## config.mk

```make
export PLATFORM = sky130hd
export DESIGN_NAME = e1_frame_aligner
export DESIGN_NICKNAME = d
export VERILOG_FILES = /design/src/rtl/e1_frame_aligner.sv
export SDC_FILE = /design/constraint.sdc
export NUM_CORES = 1
export LEC_CHECK = 0
export BUFFER_PORTS_ARGS = -buffer_cell sky130_fd_sc_hd__buf_2
export CAP_MARGIN = 20
export CORE_ASPECT_RATIO = 1.2
export CORE_UTILIZATION = 54
export DETAILED_ROUTE_END_ITERATION = 6
export GPL_TIMING_DRIVEN = 1
export PLACE_DENSITY = 0.78
export SLEW_MARGIN = 15
export SYNTH_ARGS = -nofsm -noshare
export SYNTH_HDL_FRONTEND = slang
export SYNTH_SLANG_ARGS = --single-unit
```

## constraint.sdc

```tcl
create_clock -name clk -period 2.3 [get_ports clk]
set_input_delay 0.115 -clock clk [delete_from_list [all_inputs] [get_ports clk]]
set_output_delay 0.115 -clock clk [all_outputs]
set_load 0.02 [all_outputs]
```

## src/rtl/e1_frame_aligner.sv

```systemverilog
module e1_frame_aligner #(
  parameter int TS_W     = 7,
  parameter int NMX_TS_W = 5,
  parameter int BIT_W    = 3,
  parameter int SIG_W    = 4
) (
  input  logic                      clk,
  input  logic                      rst_n,
  input  logic                      bclk_en,
  input  logic                      fpulse,
  input  logic [TS_W-1:0]           ts_off,
  input  logic [BIT_W-1:0]          bit_off,
  input  logic                      edge_sel,
  input  logic                      dbl_clk,
  input  logic                      mux_mode,
  input  logic                      direct_start,
  output logic [TS_W-1:0]           src_ts,
  input  logic [(1<<BIT_W)-1:0]     src_byte,
  input  logic [SIG_W-1:0]          src_sig,
  output logic                      sdat,
  output logic [SIG_W-1:0]          ssig,
  output logic [TS_W-1:0]           ts_cnt,
  output logic [BIT_W-1:0]          bit_cnt
);
  localparam int POS_W = TS_W + BIT_W;
  localparam logic [POS_W-1:0] NMX_MASK = POS_W'((1 << (NMX_TS_W + BIT_W)) - 1);
  localparam logic [TS_W-1:0]  NMX_TS_MASK = TS_W'((1 << NMX_TS_W) - 1);

  logic             sec, run;
  logic [POS_W-1:0] pos;

  wire [POS_W-1:0] fmask  = mux_mode ? '1 : NMX_MASK;
  wire [TS_W-1:0]  ts_eff = mux_mode ? ts_off : (ts_off & NMX_TS_MASK);
  wire [POS_W-1:0] dly    = direct_start ? '0 : {ts_eff, bit_off};

  wire tick = bclk_en && (!dbl_clk || !sec || fpulse);
  wire upd  = (dbl_clk && edge_sel) ? (bclk_en && !tick) : tick;

  wire [POS_W-1:0] pos_n   = (fpulse ? (POS_W'(0) - dly) : (pos + POS_W'(1))) & fmask;
  wire             run_n   = run || (pos_n == '0);
  wire [POS_W-1:0] sel_pos = tick ? pos_n : pos;
  wire             sel_run = tick ? run_n : run;

  assign src_ts = sel_pos[POS_W-1:BIT_W];

  always_ff @(posedge clk or negedge rst_n) begin
    if (!rst_n) begin
      sec <= 1'b0;
      run <= 1'b0;
      pos <= '0;
    end else if (bclk_en) begin
      sec <= dbl_clk && tick;
      if (tick) begin
        pos <= pos_n;
        run <= run_n;
      end
    end
  end

  always_ff @(posedge clk or negedge rst_n) begin
    if (!rst_n) begin
      sdat    <= 1'b0;
      ssig    <= '0;
      ts_cnt  <= '0;
      bit_cnt <= '0;
    end else if (upd) begin
      sdat    <= sel_run && src_byte[~sel_pos[BIT_W-1:0]];
      ssig    <= sel_run ? src_sig : '0;
      ts_cnt  <= sel_run ? src_ts : '0;
      bit_cnt <= sel_run ? sel_pos[BIT_W-1:0] : '0;
    end
  end
endmodule

```

==> run_results.csv, run 1 <==
group,metric,value,unit
run_status,status,"finished, final reports clean",
die,rows,24,
job,drv_cap,0,
sta,fin_skew,5.84,ps
synth,synth-edff-count,0,
synth,synthDistinctLibCells,56,
synth,yosys_warnings,0,
critical_path,cp-startpoint,"pos[6]$_DFFE_PN0P_",
critical_path,r2r_cells,8,
drt,wl_per_cell,14.4,um
synth,yosys-top-cells-count,"nand2_1 (40), dfrtp_1 (27), inv_1 (12), nand3_1 (12), nor2_1 (10)",
placed_design,io_buffers,51,
critical_path,cp_max_fo,6,
global_route,grt_overflow,0,
global_route,track_usage,0.241,
power,p_leak,1.23,nW
clock_network,cts_tree,"yes",
critical_path,cp.required,2180,ps
placed_design,placed_cells,341,
sta,slew_headroom,0.534,
sta,hold_viol_final,0,
drt,antenna_left,0,
clock_network,clk-insertion-delay-late,270,ps
finish,fin_nets,332,
finish,layout-drive-gt1-share,0.398,
hold_path,hp-start,"src_sig[1]",
die,ios,52,
critical_path,crit_path_end_kind,"output pin",
synth,synth_area,2140,um^2
sta,finalCriticalPeriod,2230,ps
critical_path,arrival,2110,ps
synth,synth_area_per_cell,9.01,um^2
die,core-area,3720,um^2
critical_path,start_kind,"register",
drt,drt-initial-drc-count,99,
clock_network,cts_buffers,3,
critical_path,r2r_end,"ssig[3]$_DFFE_PN0P_",
clock_network,clockRootBuffer,"clkbuf_8",
drt,drc_errors,0,
hold_path,holdPathStages,3,
sta,hold_slack,81.8,ps
power,powerDensity,706,nW/um^2
global_route,grt_pass1_wl,7860,um
synth,synthCells,238,
power,ir_drop,639,uV
drt,vias,1992,
critical_path,r2r-start,"pos[1]$_DFFE_PN0P_",
sta,finalSetupTns,0,ps
synth,synthArstFlopShare,1.00,
synth,yosysTopAreaCell,"dfrtp_1",
power,p_sw,0.747,mW
placed_design,gp_congestion,0.882,
critical_path,reg2reg_setup_slack,110,ps
clock_network,path_clk_slew,90,ps
critical_path,endpoint,"src_ts[6]",
finish,instances_no_fill,351,
sta,post-route-period-util,0.968,
global_route,antenna_found_initial,0,
clock_network,ctsLongestPathBuffers,2,
power,p_total,1.84,mW
clock_network,cts_max_level,1,
synth,synth_top_area_share,0.315,
synth,ys.flop_type,"dfrtp_1",
synth,seq_area_frac_synth,0.315,
synth,synth.most_common_cell,"nand2_1",
sta,setup_violations,0,
power,seq_power_share,0.361,
hold_path,min_path_type,"input port to register",
drt,wirelength,5070,um
drt,viasPerCell,5.68,
finish,fillers,312,
placed_design,hpwl,3830,um
die,fp.dieH,71.0,um
synth,yosys-top-cells-area,"dfrtp_1 (32%), nand2_1 (7.0%), mux2_2 (4.7%)",
global_route,grt_pass1_vias,1732,
power,clkPwrFrac,0.143,
power,swShare,0.406,
finish,diodes,0,
finish,syn_to_final_growth,21.4,%
die,dieArea,4230,um^2
critical_path,crit_type,"register to output pin",
global_route,grt_max_degree,28,
die,initial_utilization,0.576,
power,intPower,1.09,mW
drt,firstDrtPassIters,4,
synth,syn_nets,270,
power,combPwrFrac,0.496,
die,die_x,59.5,um
clock_network,cts_num_sinks,27,
sta,worst_pin_slew,697,ps
sta,slew_violations,0,
synth,ys_ff_latch,27,
sta,fmax,0.449,GHz
power groups by stage:
stage               registers (mW)  logic, mW  clock network, mW
CTS                          0.657      0.860              0.265
global placement             0.661      0.834                  0
detailed placement           0.664      0.854                  0
global route                 0.672      0.982              0.294
finish                       0.663      0.912              0.263
floorplan                    0.734      0.545                  0
cell families after synthesis:
group	synth area share
DFF	0.315
muxes	0.0800
and+or+nand+nor	0.252
adders and majority gates	0.0117
xor gates and xnor gates	0.0286
buffers and inverters	0.0998
AOI/OAI and AO/OA	0.213
metal layers:
layer  part of all wire  global-route usage  vias up
met3              0.044              0.0219        6
li1                   -                   -      975
met2               0.51               0.418       62
met4              0.010              0.0646        0
met1               0.43               0.318      949
met5                  0                   0        -
stage by stage:
step                worst slack, ps  area (um^2)   util
floorplan                       212         2140      -
global placement                135         2450  0.658
detailed placement             26.1         2450  0.658
CTS                            5.48         2510  0.674
global route                  -41.7         2600  0.699
finish                         73.0         2600  0.699
worst max-delay path: stages, from the launching register on:
cell and delay, ps:
dfrtp_1 490, nand3_2 150, o31a_1 310, o31a_1 340
and2_4 180, mux2i_4 160, inv_1 60, buf_4 150
worst min path at each step:
stage	end	slack, ps
2_1_floorplan	async pin	-180
3_3_place_gp	pos[8]$_DFFE_PN0P_	140
5_1_grt	ssig[1]$_DFFE_PN0P_	80
3_5_place_dp	pos[8]$_DFFE_PN0P_	150
4_1_cts	ssig[1]$_DFFE_PN0P_	80
6_report	ssig[1]$_DFFE_PN0P_	80
cell usage in the layout (no fill, tap or decap), drive strengths merged, types with 2 or more instances in the layout:
cell	count
nor2b	5
o211ai	2
nand3	12
and2	3
mux2	9
and4	2
o22ai	3
nand2	40
o31ai	8
dfrtp	27
o21a	3
nand4	9
a21oi	3
nor4	4
a211oi	2
inv	13
nor2	10
o311ai	2
clkbuf	3
nor3	4
nand3b	2
buf	76
mux2i	7
ha	2
o21ai	13
o31a	3
xor2	6
nand2b	6
a22o	3
repair_timing:
action	in CTS	in global routing
buffers inserted	0	5
pin swaps	0	4
gates resized for setup	1	13
endpoints found under the setup margin	1	17
hold buffers	1	0
endpoints found under the hold margin	27	0
final cells by class:
class | instances | area (um^2) | area share
Timing Repair Buffer | 77 | 465 | 0.179
Inverter | 13 | 48.8 | 0.0187
Multi-Input combinational cell | 178 | 1300 | 0.500
Sequential cell | 27 | 676 | 0.260
Clock inverter | 1 | 5.00 | 0.00192
Clock buffer | 3 | 41.3 | 0.0159
Tap cell | 52 | 65.1 | 0.0250
state kept, by name (all words and copies together) (netlist names), named ones only:
signal,count
ssig,4
ts_cnt,7
sdat,1
pos,10
bit_cnt,3
sec,1
No activity file was read; power rests on OpenSTA's default activity.
==> inputs of run 2 (changes only) <==
Settings changed: CORE_UTILIZATION 54 to 58, GPL_ROUTABILITY_DRIVEN set to 0, PLACE_DENSITY 0.78 to 0.84.
Clock period 2.3 ns to 2.68 ns, I/O delays scaled along.
==> run 2 against run 1 <==
  * Register-to-register slack better by 70 ps
  * Setup slack better by 100 ps
  * Combinational power down 26%
  * The run now ends with DRC left
  * Clock-buffer cell count up 1
  * Critical path depth unchanged
  * Worst hold slack better by 22 ps
  * Critical endpoint is now ts_cnt[3]$_DFFE_PN0P_
  * Largest cell class unchanged
  * Final area down 8.6%
  * Core utilization down 0.40 points
  * Clock skew down 2.2 ps
==> run_results.csv, run 2 (synthesized netlist as in run 1, its figures left out) <==
group,metric,value,unit
critical_path,arrival,2660,ps
power,intPower,0.872,mW
power,seq_power_share,0.390,
finish,reg.largest.list,"pos: 10 flops, ts_cnt: 7 flops, ssig: 4 flops",
finish,fin_nets,313,
finish,top_register,"pos",
clock_network,cts_buffers,3,
sta,hold_viol_final,0,
die,core-area,3420,um^2
power,powerDensity,617,nW/um^2
sta,fin_skew,3.69,ps
run_status,status,"finished, violations left",
die,ios,52,
clock_network,cts_num_sinks,27,
power,ir_drop,507,uV
hold_path,min_path_type,"input port to register",
run_status,violations,"DRC",
finish,syn_to_final_growth,11.0,%
drt,highest-signal-layer,"met4",
critical_path,cp.required,2840,ps
finish,final_area,2380,um^2
placed_design,postPlaceCellArea,2320,um^2
sta,slew_violations,0,
global_route,track_usage,0.247,
drt,met3_length,145,um
drt,viasPerCell,6.04,
global_route,grt_pass1_vias,1727,
drt,vias,1915,
sta,slew_headroom,0.552,
job,drv_cap,0,
finish,largest_reg_flops,10,
drt,wl_per_cell,14.6,um
drt,antenna_left,0,
clock_network,clockRootBuffer,"clkbuf_8",
die,initial_utilization,0.626,
finish,mostFrequentLayoutCell,"buf_2",
power,clkPwrFrac,0.148,
power,combPwrFrac,0.462,
drt,wirelength,4630,um
global_route,grt_max_degree,28,
clock_network,cts-resized-gates,0,
die,fp.dieH,68.6,um
finish,diodes,0,
die,rows,23,
drt,drt-initial-drc-count,138,
die,dieArea,3940,um^2
sta,finalSetupTns,0,ps
drt,firstDrtPassIters,6,
sta,finalCriticalPeriod,2500,ps
critical_path,cp_max_fo,13,
critical_path,start_kind,"register",
drt,wl_met1,2130,um
clock_network,cts_tree,"yes",
clock_network,clk-insertion-delay-late,260,ps
global_route,grt_pass1_wl,7620,um
finish,fin_util,0.695,
clock_network,cts_max_level,1,
clock_network,cts_setup_buffers,0,
global_route,antenna_found_initial,0,
power,swShare,0.406,
placed_design,io_buffers,51,
critical_path,reg2reg_setup_slack,180,ps
die,die_x,57.5,um
power,p_leak,1.13,nW
finish,layout-drive-gt1-share,0.329,
critical_path,crit_path_end_kind,"register",
sta,setup_violations,0,
sta,rsz0062_at_grt,"false",
global_route,grt_overflow,0,
clock_network,path_clk_slew,80,ps
sta,fmax,0.399,GHz
clock_network,ctsLongestPathBuffers,2,
critical_path,crit_type,"register to register",
sta,post-route-period-util,0.934,
drt,drc_errors,2,
placed_design,hpwl,3570,um
sta,worst_pin_slew,670,ps
finish,final_cell_mix,"buf_2 (51), nand2_1 (40), dfrtp_1 (27)",
drt,wl_met2,2280,um
power,p_sw,0.596,mW
## run 2: layout make-up
cell class / count / area (um^2)
Clock buffer: 4 / 45.0
Timing Repair Buffer: 58 / 310
Inverter: 13 / 48.8
Tap cell: 37 / 46.3
Sequential cell: 27 / 676
Fill cell: 292 / 1040
Multi-Input combinational cell: 178 / 1250
## run 2: worst paths after layout
| check | from | cells after the start | to |
|---|---|---|---|
| setup / recovery | pos[0]$_DFFE_PN0P_ | 7 | ts_cnt[3]$_DFFE_PN0P_ |
| hold / removal | src_sig[2] | 3 | ssig[2]$_DFFE_PN0P_ |
| setup reg to reg | pos[0]$_DFFE_PN0P_ | 7 | ts_cnt[3]$_DFFE_PN0P_ |
| hold reg to reg | sdat$_DFFE_PN0P_ | 2 | sdat$_DFFE_PN0P_ |
| max in group asynchronous | rst_n | 2 | bit_cnt[1]$_DFFE_PN0P_ |
| min in group asynchronous | rst_n | 2 | async pin |
## run 2: repair_timing
| item | CTS | global route |
|---|---|---|
| hold buffers | 1 | 0 |
| endpoints found under the setup margin | 0 | 1 |
| endpoints found under the hold margin | 27 | 0 |
## run 2: power groups by stage
stage          Sequential, mW  Combinational [mW]  Clock, mW
2_1_floorplan           0.630               0.468          0
5_1_grt                 0.585               0.737      0.238
4_1_cts                 0.571               0.677      0.222
3_3_place_gp            0.576               0.661          0
6_report                0.572               0.678      0.218
3_5_place_dp            0.577               0.674          0
## run 2: per-layer routing
metal	track usage	vias to the layer above
met5	0	-
met4	0.0793	0
met3	0.0112	8
met2	0.458	55
met1	0.312	913
li1	-	939
## run 2: metrics by stage
| stage | instances | hold slack, ps | total power, mW | setup WS, ps |
|---|---|---|---|---|
| global placement | 312 | 162 | 1.24 | 276 |
| CTS | 317 | 102 | 1.47 | 157 |
| detailed placement | 312 | 163 | 1.25 | 170 |
| floorplan | 238 | -162 | 1.10 | 573 |
| global route | 317 | 107 | 1.56 | 19.2 |
| finish | 317 | 104 | 1.47 | 176 |
## run 2: worst max-delay path, stage by stage, from the launching register on
cell	delay, ps
dfrtp_1	460
ha_1	290
nand3_1	120
xnor2_1	160
o221a_4	290
nor4_2	380
a41oi_4	330
o41ai_2	370
==> inputs of run 3 (changes only) <==
Settings changed: CORE_MARGIN set to 1.5.
Clock period 2.68 ns to 3.2 ns, I/O delays scaled along.
==> run 3 against run 2 <==
  * The flow now finishes without violations
  * Clock skew increased by 3.6 ps
  * Setup slack improved by 410 ps
  * Combinational power is 21% lower
  * Non-clock buffer count shrank 4
  * Register-to-register slack improved by 410 ps
  * Largest power group unchanged
==> run_results.csv, run 3 (synthesized netlist as in run 1, its figures left out) <==
group,metric,value,unit
drt,antenna_left,0,
critical_path,slowest_delay,570,ps
placed_design,io_buffers,51,
sta,finalCriticalPeriod,2610,ps
job,drv_cap,0,
finish,mostFrequentLayoutCell,"buf_2",
clock_network,cts_max_level,1,
sta,post-route-period-util,0.817,
sta,rsz0062_at_grt,"false",
finish,final_cell_mix,"buf_2 (51), nand2_1 (40), dfrtp_1 (27)",
die,ios,52,
power,powerDensity,518,nW/um^2
finish,multi_input_area,1250,um^2
critical_path,cp_max_fo,16,
die,core-area,3570,um^2
critical_path,cp.depth,7,
global_route,grt_max_degree,28,
finish,syn_to_final_growth,9.75,%
clock_network,cts_num_sinks,27,
die,fp.dieH,69.6,um
drt,vias,1869,
finish,fillers,293,
power,p_leak,1.12,nW
critical_path,crit_path_end_kind,"register",
global_route,grt_overflow,0,
finish,fin_nets,309,
hold_path,hp-start,"src_sig[0]",
die,initial_utilization,0.600,
finish,layout-drive-gt1-share,0.319,
critical_path,cpMaxStageDelayCell,"dfrtp_1",
critical_path,start_kind,"register",
drt,wl_per_cell,14.4,um
power,ir_drop,481,uV
sta,slew_violations,0,
clock_network,ctsLongestPathBuffers,2,
die,rows,24,
drt,wirelength,4550,um
sta,slew_headroom,0.538,
critical_path,crit_type,"register to register",
critical_path,crit_family,"compound AO/OA/AOI/OAI gates",
finish,diodes,0,
finish,regArea,676,um^2
critical_path,r2r_end,"ts_cnt[3]$_DFFE_PN0P_",
critical_path,r2r-start,"pos[1]$_DFFE_PN0P_",
critical_path,arrival,2790,ps
clock_network,clk-insertion-delay-late,280,ps
sta,worst_pin_slew,691,ps
global_route,track_usage,0.232,
drt,viasPerCell,5.93,
critical_path,r2r_cells,7,
critical_path,crit_chain,"ha_1, nand3_1, xnor2_1, o221a_4, nor4_2, a41oi_4, o41ai_2",
clock_network,cts_tree,"yes",
global_route,antenna_found_initial,0,
clock_network,cts_setup_buffers,0,
die,dieArea,4070,um^2
sta,hold_viol_final,0,
finish,largest_reg_flops,10,
global_route,grt_pass1_vias,1663,
finish,reg.largest.list,"pos: 10 flops, ts_cnt: 7 flops, ssig: 4 flops",
sta,fin_skew,7.27,ps
run_status,status,"finished, final reports clean",
hold_path,min_path_type,"input port to register",
critical_path,critPathBufInv,0,
placed_design,hpwl,3470,um
clock_network,cts_buffers,3,
sta,fmax,0.382,GHz
critical_path,cp.required,3380,ps
global_route,grt_pass1_wl,7500,um
critical_path,cp-startpoint,"pos[1]$_DFFE_PN0P_",
finish,top_register,"pos",
sta,finalSetupTns,0,ps
drt,drc_errors,0,
clock_network,path_clk_slew,90,ps
drt,firstDrtPassIters,4,
die,die_x,58.5,um
critical_path,reg2reg_setup_slack,590,ps
critical_path,endpoint,"ts_cnt[3]$_DFFE_PN0P_",
finish,fin_util,0.658,
drt,drt-initial-drc-count,106,
sta,setup_violations,0,
clock_network,clockRootBuffer,"clkbuf_8",
[run 3: worst min-delay path: stages]
cell and delay, ps:
buf_2 90, nand2_1 60, o21ai_2 50
[run 3: how the worst min path moves through the flow]
stage,end,slack (ps),cells after the start
after detailed placement,pos[8]$_DFFE_PN0P_,190,1
after global placement,pos[9]$_DFFE_PN0P_,200,1
after CTS,ssig[0]$_DFFE_PN0P_,120,3
final,ssig[0]$_DFFE_PN0P_,110,3
after floorplan,async pin,-140,0
after global routing,ssig[1]$_DFFE_PN0P_,130,3
[run 3: metal layers]
layer	GRT usage	share of wire	up-vias	wire length, um
met4	0.0465	0.0068	0	31
li1	-	-	930	-
met5	0	0	-	0
met1	0.326	0.46	886	2080
met2	0.388	0.50	49	2250
met3	0.0168	0.041	4	185
[run 3: per-stage QoR]
stage | cells | power (mW) | hold WS, ps | setup WS [ps] | instance area, um^2
final | 315 | 1.22 | 111 | 585 | 2350
after global routing | 315 | 1.29 | 125 | 343 | 2350
after CTS | 315 | 1.22 | 121 | 558 | 2350
after detailed placement | 310 | 1.03 | 195 | 569 | 2300
after global placement | 310 | 1.02 | 196 | 670 | 2300
after floorplan | 238 | 0.919 | -136 | 1070 | 2140
[run 3: final cells by class]
| type | count | share of cell area |
|---|---|---|
| multi-input cells | 178 | 0.533 |
| flip-flops and latches | 27 | 0.287 |
| repair buffers | 54 | 0.119 |
| inverters | 13 | 0.0207 |
| well taps | 39 | 0.0207 |
| clock buffers | 4 | 0.0191 |
[run 3: power breakdown]
part / internal [mW] / total, mW / switching [mW]
Combinational: 0.212 / 0.536 / 0.323
Clock: 0.0893 / 0.193 / 0.104
Sequential: 0.415 / 0.489 / 0.0737
[run 3: repair_timing]
action	4_1_cts	5_1_grt
hold buffers	1	0
resized for setup	0	0
hold endpoints to repair	27	0
